--- config.mk ---
export PLATFORM = sky130hd
export DESIGN_NAME = disp_scan_top
export DESIGN_NICKNAME = d
export VERILOG_FILES = /design/src/rtl/scan_pkg.sv /design/src/rtl/scan_prescaler.sv /design/src/rtl/scan_ring.sv /design/src/rtl/scan_drive.sv /design/src/rtl/disp_scan_top.sv
export SDC_FILE = /design/constraint.sdc
export NUM_CORES = 1
export LEC_CHECK = 0
export BUFFER_PORTS_ARGS = -buffer_cell sky130_fd_sc_hd__buf_4
export CAP_MARGIN = 20
export CORE_ASPECT_RATIO = 0.5
export CORE_MARGIN = 1.5
export CORE_UTILIZATION = 38
export CTS_CLUSTER_SIZE = 10
export DETAILED_ROUTE_END_ITERATION = 12
export GPL_TIMING_DRIVEN = 1
export PLACE_DENSITY = 0.62
export RECOVER_POWER = 100
export SLEW_MARGIN = 20
export SYNTH_ARGS = -nofsm -noshare
export SYNTH_HDL_FRONTEND = slang
export SYNTH_HIERARCHICAL = 1
export SYNTH_SLANG_ARGS = --single-unit
--- constraint.sdc ---
create_clock -name clk -period 3.45 [get_ports clk]
set_input_delay 0.345 -clock clk [delete_from_list [all_inputs] [get_ports clk]]
set_output_delay 0.345 -clock clk [all_outputs]
set_load 0.02 [all_outputs]
--- src/rtl/scan_pkg.sv ---
package scan_pkg;

    localparam int DIGITS = 4;
    localparam int NIB_W  = 4;
    localparam int SEL_W  = $clog2(DIGITS);
    localparam int SEG_W  = 7;
    localparam int DATA_W = DIGITS * NIB_W;

    typedef enum logic [SEL_W-1:0] {
        SCAN_D0 = 2'd0,
        SCAN_D1 = 2'd1,
        SCAN_D2 = 2'd2,
        SCAN_D3 = 2'd3
    } scan_state_e;

    typedef struct packed {
        logic [DIGITS-1:0] en_n;
        logic [SEL_W-1:0]  sel;
        logic [SEG_W-1:0]  seg_n;
    } scan_drive_t;

    localparam logic [SEG_W-1:0] SEG_ALL_OFF = '1;

    // Fixed ring order of the scan
    function automatic scan_state_e ring_step(input scan_state_e s);
        case (s)
            SCAN_D0: return SCAN_D1;
            SCAN_D1: return SCAN_D2;
            SCAN_D2: return SCAN_D3;
            default: return SCAN_D0;
        endcase
    endfunction

    // One-cold enable vector: bit k low selects digit k
    function automatic logic [DIGITS-1:0] enable_pattern(input scan_state_e s);
        return ~(DIGITS'(1) << s);
    endfunction

    // Hex nibble to active-low segments, bit0 = a .. bit6 = g
    function automatic logic [SEG_W-1:0] hex_glyph_n(input logic [NIB_W-1:0] v);
        logic [SEG_W-1:0] lit;
        case (v)
            4'h0: lit = 7'h3F;
            4'h1: lit = 7'h06;
            4'h2: lit = 7'h5B;
            4'h3: lit = 7'h4F;
            4'h4: lit = 7'h66;
            4'h5: lit = 7'h6D;
            4'h6: lit = 7'h7D;
            4'h7: lit = 7'h07;
            4'h8: lit = 7'h7F;
            4'h9: lit = 7'h6F;
            4'hA: lit = 7'h77;
            4'hB: lit = 7'h7C;
            4'hC: lit = 7'h39;
            4'hD: lit = 7'h5E;
            4'hE: lit = 7'h79;
            default: lit = 7'h71;
        endcase
        return ~lit;
    endfunction

endpackage

--- src/rtl/scan_prescaler.sv ---
module scan_prescaler #(
    parameter int SCAN_DIV = 50000
) (
    input  logic clk,
    input  logic rst,
    output logic tick
);
    localparam int CW = (SCAN_DIV > 1) ? $clog2(SCAN_DIV) : 1;
    localparam logic [CW-1:0] TERM = CW'(SCAN_DIV - 1);

    logic [CW-1:0] cnt_q;

    assign tick = (cnt_q == TERM);

    always_ff @(posedge clk) begin
        if (rst)       cnt_q <= '0;
        else if (tick) cnt_q <= '0;
        else           cnt_q <= cnt_q + 1'b1;
    end

    // the divider never runs past its terminal count
    assert_cnt_in_range_R4: assert property (@(posedge clk) disable iff (rst)
        cnt_q <= TERM);

endmodule

--- src/rtl/scan_ring.sv ---
module scan_ring
    import scan_pkg::*;
(
    input  logic        clk,
    input  logic        rst,
    input  logic        tick,
    output scan_state_e state_q,
    output scan_state_e state_nxt
);
    always_comb begin
        state_nxt = tick ? ring_step(state_q) : state_q;
    end

    always_ff @(posedge clk) begin
        if (rst) state_q <= SCAN_D0;
        else     state_q <= state_nxt;
    end

    // no movement between ticks
    assert_hold_between_ticks_R4: assert property (@(posedge clk) disable iff (rst)
        !tick |=> $stable(state_q));

    // reset lands in the first digit state
    assert_reset_state_R7: assert property (@(posedge clk)
        rst |=> (state_q == SCAN_D0));

endmodule

--- src/rtl/scan_drive.sv ---
module scan_drive
    import scan_pkg::*;
(
    input  logic              clk,
    input  logic              rst,
    input  scan_state_e       state_nxt,
    input  logic [DATA_W-1:0] digits,
    output scan_drive_t       drv_q
);
    logic [NIB_W-1:0] nib;
    scan_drive_t      drv_d;

    always_comb begin
        nib         = digits[NIB_W*int'(state_nxt) +: NIB_W];
        drv_d.en_n  = enable_pattern(state_nxt);
        drv_d.sel   = state_nxt;
        drv_d.seg_n = hex_glyph_n(nib);
    end

    always_ff @(posedge clk) begin
        if (rst) begin
            drv_q.en_n  <= enable_pattern(SCAN_D0);
            drv_q.sel   <= SCAN_D0;
            drv_q.seg_n <= SEG_ALL_OFF;
        end else begin
            drv_q <= drv_d;
        end
    end

    // exactly one digit switched on
    assert_one_digit_R1: assert property (@(posedge clk) disable iff (rst)
        $countones(~drv_q.en_n) == 1);

    // enable vector and select code belong together
    assert_en_matches_sel_R3: assert property (@(posedge clk) disable iff (rst)
        drv_q.en_n[drv_q.sel] == 1'b0);

    // reset output values
    assert_reset_outputs_R7: assert property (@(posedge clk)
        rst |=> (drv_q.en_n == 4'b1110 && drv_q.sel == 2'b00 && drv_q.seg_n == 7'h7F));

endmodule

--- src/rtl/disp_scan_top.sv ---
module disp_scan_top
    import scan_pkg::*;
#(
    parameter int SCAN_DIV = 50000
) (
    input  logic        clk,
    input  logic        rst,
    input  logic [15:0] digits_i,
    output logic [3:0]  dig_en_n_o,
    output logic [1:0]  dig_sel_o,
    output logic [6:0]  seg_n_o
);
    logic        tick;
    scan_state_e state_q;
    scan_state_e state_nxt;
    scan_drive_t drv_q;

    scan_prescaler #(.SCAN_DIV(SCAN_DIV)) u_pre (
        .clk  (clk),
        .rst  (rst),
        .tick (tick)
    );

    scan_ring u_ring (
        .clk       (clk),
        .rst       (rst),
        .tick      (tick),
        .state_q   (state_q),
        .state_nxt (state_nxt)
    );

    scan_drive u_drive (
        .clk       (clk),
        .rst       (rst),
        .state_nxt (state_nxt),
        .digits    (digits_i),
        .drv_q     (drv_q)
    );

    assign dig_en_n_o = drv_q.en_n;
    assign dig_sel_o  = drv_q.sel;
    assign seg_n_o    = drv_q.seg_n;

    // the select code only moves one step forward around the ring
    assert_ring_order_R2: assert property (@(posedge clk) disable iff (rst)
        !$stable(dig_sel_o) |-> (dig_sel_o == $past(dig_sel_o) + 2'd1));

    // outputs track the registered ring state
    assert_sel_tracks_state_R6: assert property (@(posedge clk) disable iff (rst)
        dig_sel_o == state_q);

endmodule

* Yosys cells after proc, flatten, opt, wreduce, memory -nomap -nowiden
Memories as Yosys holds them, arrays and structs flattened.
Cells that the tools add are included.
** Operators by class
- Add/subtract/negate cells :: 1
- Equality and inequality tests :: 3
- Shift-type cells :: 2
- Muxes and demuxes :: 2
- Bitwise logic cells :: 2
- Reductions and logical operators :: 2
** Operators with widths (number)
- adder 16 x 1 -> 16 bit (second input constant) :: 1
- equality test 16 bit (second input constant) :: 1
- indexed part select 16 x 5 -> 4 bit :: 1
- inverter 7 bit :: 1
- case mux 2 bit (3 select lines) :: 1
- inverter 4 bit :: 1
- << shifter 1 x 2 -> 4 bit (first input constant) :: 1
- equality test 2 x 1 -> 1 bit (second input constant) :: 1
- equality test 2 bit (second input constant) :: 1
- logical NOT 2 bit :: 1
- two-way mux 2 bit :: 1
- OR reduction 2 bit :: 1
** Storage, ports and cells
- Register bits :: 29
- Bits in read-only memories :: 112
- Input port bits :: 18
- Output and inout port bits :: 13
- Logic and storage cells :: 17
- Memories :: 1
** Memories
- (name not given) :: words 16, bits a word 7, rd ports 1, clocked after Yosys merged registers in 0, write ports 0, line scan_pkg.sv:42 : case (v)

* Depth between registers and ports, before layout
An unclocked memory read counts as a cell.
- Depth after elaboration :: 6
- Depth in mapped cells :: 12
- Gate-level depth less buffers :: 11

* Modules after synthesis
Netlist, hierarchy kept.
** By module, submodules not included
- scan_prescaler :: times used 1, cells each 81, area an instance 710.7 sq um
- scan_drive :: times used 1, cells each 63, area an instance 688.2 sq um
- scan_ring :: times used 1, cells each 12, area an instance 126.4 sq um

* Worst setup path after synthesis
Ideal clock, no wire load.
- Path type :: register to register
- Start point :: reg u_pre.cnt_q[0]
- End point :: reg, netlist name u_drive/drv_q[3]
- Library setup time :: 0.120 ns
- Data arrival time :: 2.525 ns
- Setup slack :: 0.806 ns
- Stages on the path, launching flop included :: 12
- Clock period less this slack :: 2.644 ns
- Cell sequence :: dfxtp_1 -> ha_1 -> nand4_2 -> and4b_1 -> nor3b_2 -> nor2_1 -> buf_6 -> mux4_2 -> ha_1 -> nor2_1 -> a21oi_1 -> o31a_1
** Between the ends
- Longest elaborated chain between the ends :: 5
** RTL lines
- start, declared :: line scan_prescaler.sv:11 : logic [CW-1:0] cnt_q;
- start signal, assigned :: line scan_prescaler.sv:18 : else cnt_q <= cnt_q + 1'b1;
- equality test 16 bit :: line scan_prescaler.sv:13 : assign tick = (cnt_q == TERM);
- named net tick :: line disp_scan_top.sv:13 : logic tick;
- two-way mux 2 bit :: line scan_ring.sv:11 : state_nxt = tick ? ring_step(state_q) : state_q;
- named net state_nxt[0] :: line disp_scan_top.sv:15 : scan_state_e state_nxt;
- indexed part select 16 x 5 -> 4 bit :: line scan_drive.sv:14 : nib = digits[NIB_W*int'(state_nxt) +: NIB_W];
- memory read (16 x 7 bit)
- inverter 7 bit :: line scan_pkg.sv:60 : return ~lit;
The timed path passes the listed nets, and every way through them passes these cells.
A chain may end at the register's enable or synchronous reset.

* Final worst setup path
- Start point :: reg u_pre.cnt_q[0]
- End point :: reg, netlist name u_drive/drv_q[3]
** Between the ends
- Longest elaborated chain between the ends :: 5
** RTL lines (line)
- equality test 16 bit :: scan_prescaler.sv:13
- named net tick :: disp_scan_top.sv:13
- two-way mux 2 bit :: scan_ring.sv:11
- named net state_nxt[0] :: disp_scan_top.sv:15
- indexed part select 16 x 5 -> 4 bit :: scan_drive.sv:14
- memory read (16 x 7 bit)
- inverter 7 bit :: scan_pkg.sv:60
The timed path passes the listed nets, and every way through them passes these cells.

==> impl_results.md <==
- Status: completed
- Power per cell area: 415 nW/um2
- Die area: 4430 um2
- Avg Cell Area, Syn: 9.78 um2
- Synth cell count leaders: dfxtp_1, nor2_1, xnor2_1
- Clock tree root driver cell: clkbuf_8
- RSZ-0062 raised after global routing: no
- CP max FO: 7
- Register area: 621 um2
- Max-cap viol count: 0
- Horiz. Die Dim: 92.6 um
- Top_reg_cell synth: dfxtp_1
- Clock Sinks: 31
- Hold Path Stages: 2
- IO Port Bufs: 30
- Core Area: a little under 4000 um2
- Adder-cell share of the synthesized area: 0.0738
- Vias in the first global route: 944
- Synth area leaders: dfxtp_1, xnor2_1, ha_1
- Post-synthesis simple-gate area fraction: 0.240
- Worst slew pin tran: between 0.8 and 0.9 ns
- Async SR Flop Fraction: 0
- Number of H-tree levels: 2
- Vias: 1129
- Post-Syn Area: roughly 1500 um2
- Crit path DAT: 3.19 ns
- Crit path capture type: flip-flop
- Final Slew Violations: 0
- Worst skew pair latency: roughly 0.27 ns
- Pre-Repair DR Iteration Count: 4
- Main combinational cell family by area after synthesis: simple AND/OR/NAND/NOR gates
- Setup violators final: 0
- Dpl cell area: 1770 um2
- Post-synthesis mux area share: 0.0894
- Total GRT Usage: 0.125
- Non-Filler Instances: 243
- Final period util: 0.876
- Synth Area in XOR/XNOR: 0.0804
- Peak supply drop: between 100 and 150 uV
- Clk slew on worst S/H paths: ~0.06 ns
- Placement Rows: 16
- Post-synthesis sequential area ratio: 0.407
- Synth area leader: dfxtp_1
- Layout Utilization: 0.465
- CP top delay family: simple AND/OR/NAND/NOR gates
- # placed instances: 235
- Vias/cell: roughly 4.6
- Final net count: 215
- Yosys warnings: 6
- Reg2Reg Setup Slack: 0.43 ns
- Compound-gate portion of the synthesized area: 0.0550
- Top Ports: 31
- Hold Crit Start: rst
- Hold WC Path Type: input port to flip-flop
- Pin count of the biggest net entering global routing: 16
- First-pass GRT wire length: 4.14 mm
- Worst hold endpoint: u_ring/state_q[1]$_SDFF_PP0_
- Synth Register Bits: 31
- Post CTS Setup Buffer Count: 0
- CP Class: flip-flop to flip-flop
- GP Congestion: 0.802
- Ant. Diodes: 0
- Slowest CP cell: mux4_2
- Reg-to-reg startpoint: u_pre/cnt_q[0]$_SDFF_PP0_
- Final number of hold-violating endpoints: 0
- Area Overhead vs Synth: 18.5%
- Unique masters post-synth: 34
- Fin Clk Skew: 0.00533 ns
- CTS tree: done
- Design area: 1810 um2
- Longest Clk Path Bufs: 2
- Layout cell share with drive strength beyond 1: 0.175
- Reg2Reg Depth: 10
- CP max stage delay: 0.62 ns
- Initial core utilization: 0.393
- Avg WL per Cell: 10.9 um
- Crit path time final: 3.02 ns
- Required time of the worst setup path: 3.62 ns
- CP Cell Sequence: ha_1 > nand4_1 > and4b_1 > nor2_1 > nor2_2 > mux4_2 > ha_1 > nor2_1 > a21oi_1 > o31a_1
- Setup_tns: 0 ns
- Mapped Cells: ~160
- Post-synth EDFFs: 0
- Detailed placement HPWL: ~2 mm
- Die Ht: approximately 48 um
- Syn Nets: 183
- Area of the multi-input gates: 808 um2
- Antenna violations before repair: 0
- Overflow after GRT: 0
- Post-route ant nets: 0
- CTS Buf Count: 5
- Synth top area share: 0.407
- Count leader, synth: dfxtp_1
- FMAX: 331 MHz
- Critical R2R Capture: u_drive/drv_q[3]$_SDFF_PP1_
- Initial drt markers: 30
- Fill count: roughly 400
- DRC viols: 0
- Final wirelength: 2.65 mm
- Crit path launch type: flip-flop
- Slew margin rel.: 0.464
- CP Buf/Inv Count: 0
- Static leakage: 0.673 nW
-- stage by stage --
| stage | total power, mW | worst slack [ns] | hold slack, ns |
|---|---|---|---|
| after CTS | 0.769 | 0.262 | 0.324 |
| final | 0.749 | 0.426 | 0.334 |
| after detailed placement | 0.459 | 0.282 | 0.460 |
| after floorplan | 0.429 | 0.806 | 0.409 |
| after global routing | 0.784 | 0.165 | 0.330 |
| after global placement | 0.459 | 0.382 | 0.444 |
-- how the worst max path moves through the flow --
stage                              start                          end  slack (ns)  cells past startpoint
2_1_floorplan  u_pre/cnt_q[0]$_SDFF_PP0_  u_drive/drv_q[3]$_SDFF_PP1_        0.81                     11
3_3_place_gp   u_pre/cnt_q[0]$_SDFF_PP0_  u_drive/drv_q[3]$_SDFF_PP1_        0.38                     10
3_5_place_dp   u_pre/cnt_q[0]$_SDFF_PP0_  u_drive/drv_q[3]$_SDFF_PP1_        0.28                     10
4_1_cts        u_pre/cnt_q[0]$_SDFF_PP0_  u_drive/drv_q[3]$_SDFF_PP1_        0.26                     10
5_1_grt        u_pre/cnt_q[0]$_SDFF_PP0_  u_drive/drv_q[4]$_SDFF_PP1_        0.16                     10
6_report       u_pre/cnt_q[0]$_SDFF_PP0_  u_drive/drv_q[3]$_SDFF_PP1_        0.43                     10
-- layout make-up --
| class | instances | share of cell area |
|---|---|---|
| clock buffer | 8 | 0.0554 |
| inverter | 9 | 0.0187 |
| multi-input combinational | 111 | 0.447 |
| sequential | 31 | 0.343 |
| tap | 54 | 0.0374 |
| timing repair buffer | 30 | 0.0976 |
-- flip-flops by register name (all words and copies together), names as in the netlist --
signal	cells
u_drive/drv_q	13
u_pre/cnt_q	16
u_ring/state_q	2
-- logic make-up after synthesis --
family          after synthesis
compound gates               14
flops                        31
buf+inv                      14
fa+ha+maj                     9
xor+xnor                     14
mux                           8
simple gates                 66
-- per-layer routing --
| metal | GRT usage | routed length (um) |
|---|---|---|
| met5 | 0 | 0 |
| met4 | 0.0738 | 38 |
| met3 | 0.0381 | 113 |
| met2 | 0.200 | 1180 |
| met1 | 0.157 | 1320 |
-- repair_timing --
action,4_1_cts,5_1_grt
hold buffers,0,0
gates resized for setup,0,1
endpoints found under the setup margin,0,1
-- where the power goes --
part,internal (mW),switching [mW],total [mW],leakage [nW]
Combinational,0.0330,0.0385,0.0715,0.369
Clock,0.182,0.123,0.305,0.0515
Sequential,0.368,0.00467,0.373,0.253
Total,0.583,0.166,0.749,0.673
-- placed cells by master (no fill, tap or decap) --
| cell type | synthesis | layout |
|---|---|---|
| o21ai_0 | 0 | 4 |
| nor2b_4 | 1 | 1 |
| xor2_1 | 1 | 1 |
| clkbuf_1 | 0 | 14 |
| nor3_1 | 5 | 5 |
| o221ai_1 | 1 | 1 |
| or2_1 | 2 | 1 |
| or2_0 | 0 | 1 |
| mux4_2 | 4 | 4 |
| nand4_1 | 3 | 4 |
| buf_4 | 0 | 17 |
| nand2b_1 | 2 | 2 |
| and3b_1 | 1 | 1 |
| ha_1 | 9 | 9 |
| nor2b_1 | 2 | 2 |
| nor3b_1 | 0 | 1 |
| o211ai_1 | 1 | 1 |
| o22ai_1 | 1 | 1 |
| and4b_1 | 1 | 1 |
| nand2_1 | 7 | 7 |
| a21oi_1 | 4 | 4 |
| nor4_1 | 4 | 4 |
| dfxtp_1 | 31 | 31 |
| o31a_1 | 1 | 1 |
| mux2_2 | 1 | 1 |
| nand3_1 | 6 | 6 |
| mux2_1 | 0 | 1 |
| xnor2_1 | 13 | 13 |
| mux2i_1 | 2 | 2 |
| nor4bb_1 | 2 | 2 |
| nand2b_4 | 2 | 2 |
| nor2_2 | 0 | 1 |
| inv_1 | 9 | 9 |
| clkbuf_8 | 0 | 7 |
| nor2_1 | 26 | 25 |
| a31oi_1 | 2 | 2 |
No activity file was read; power rests on OpenSTA's default activity.
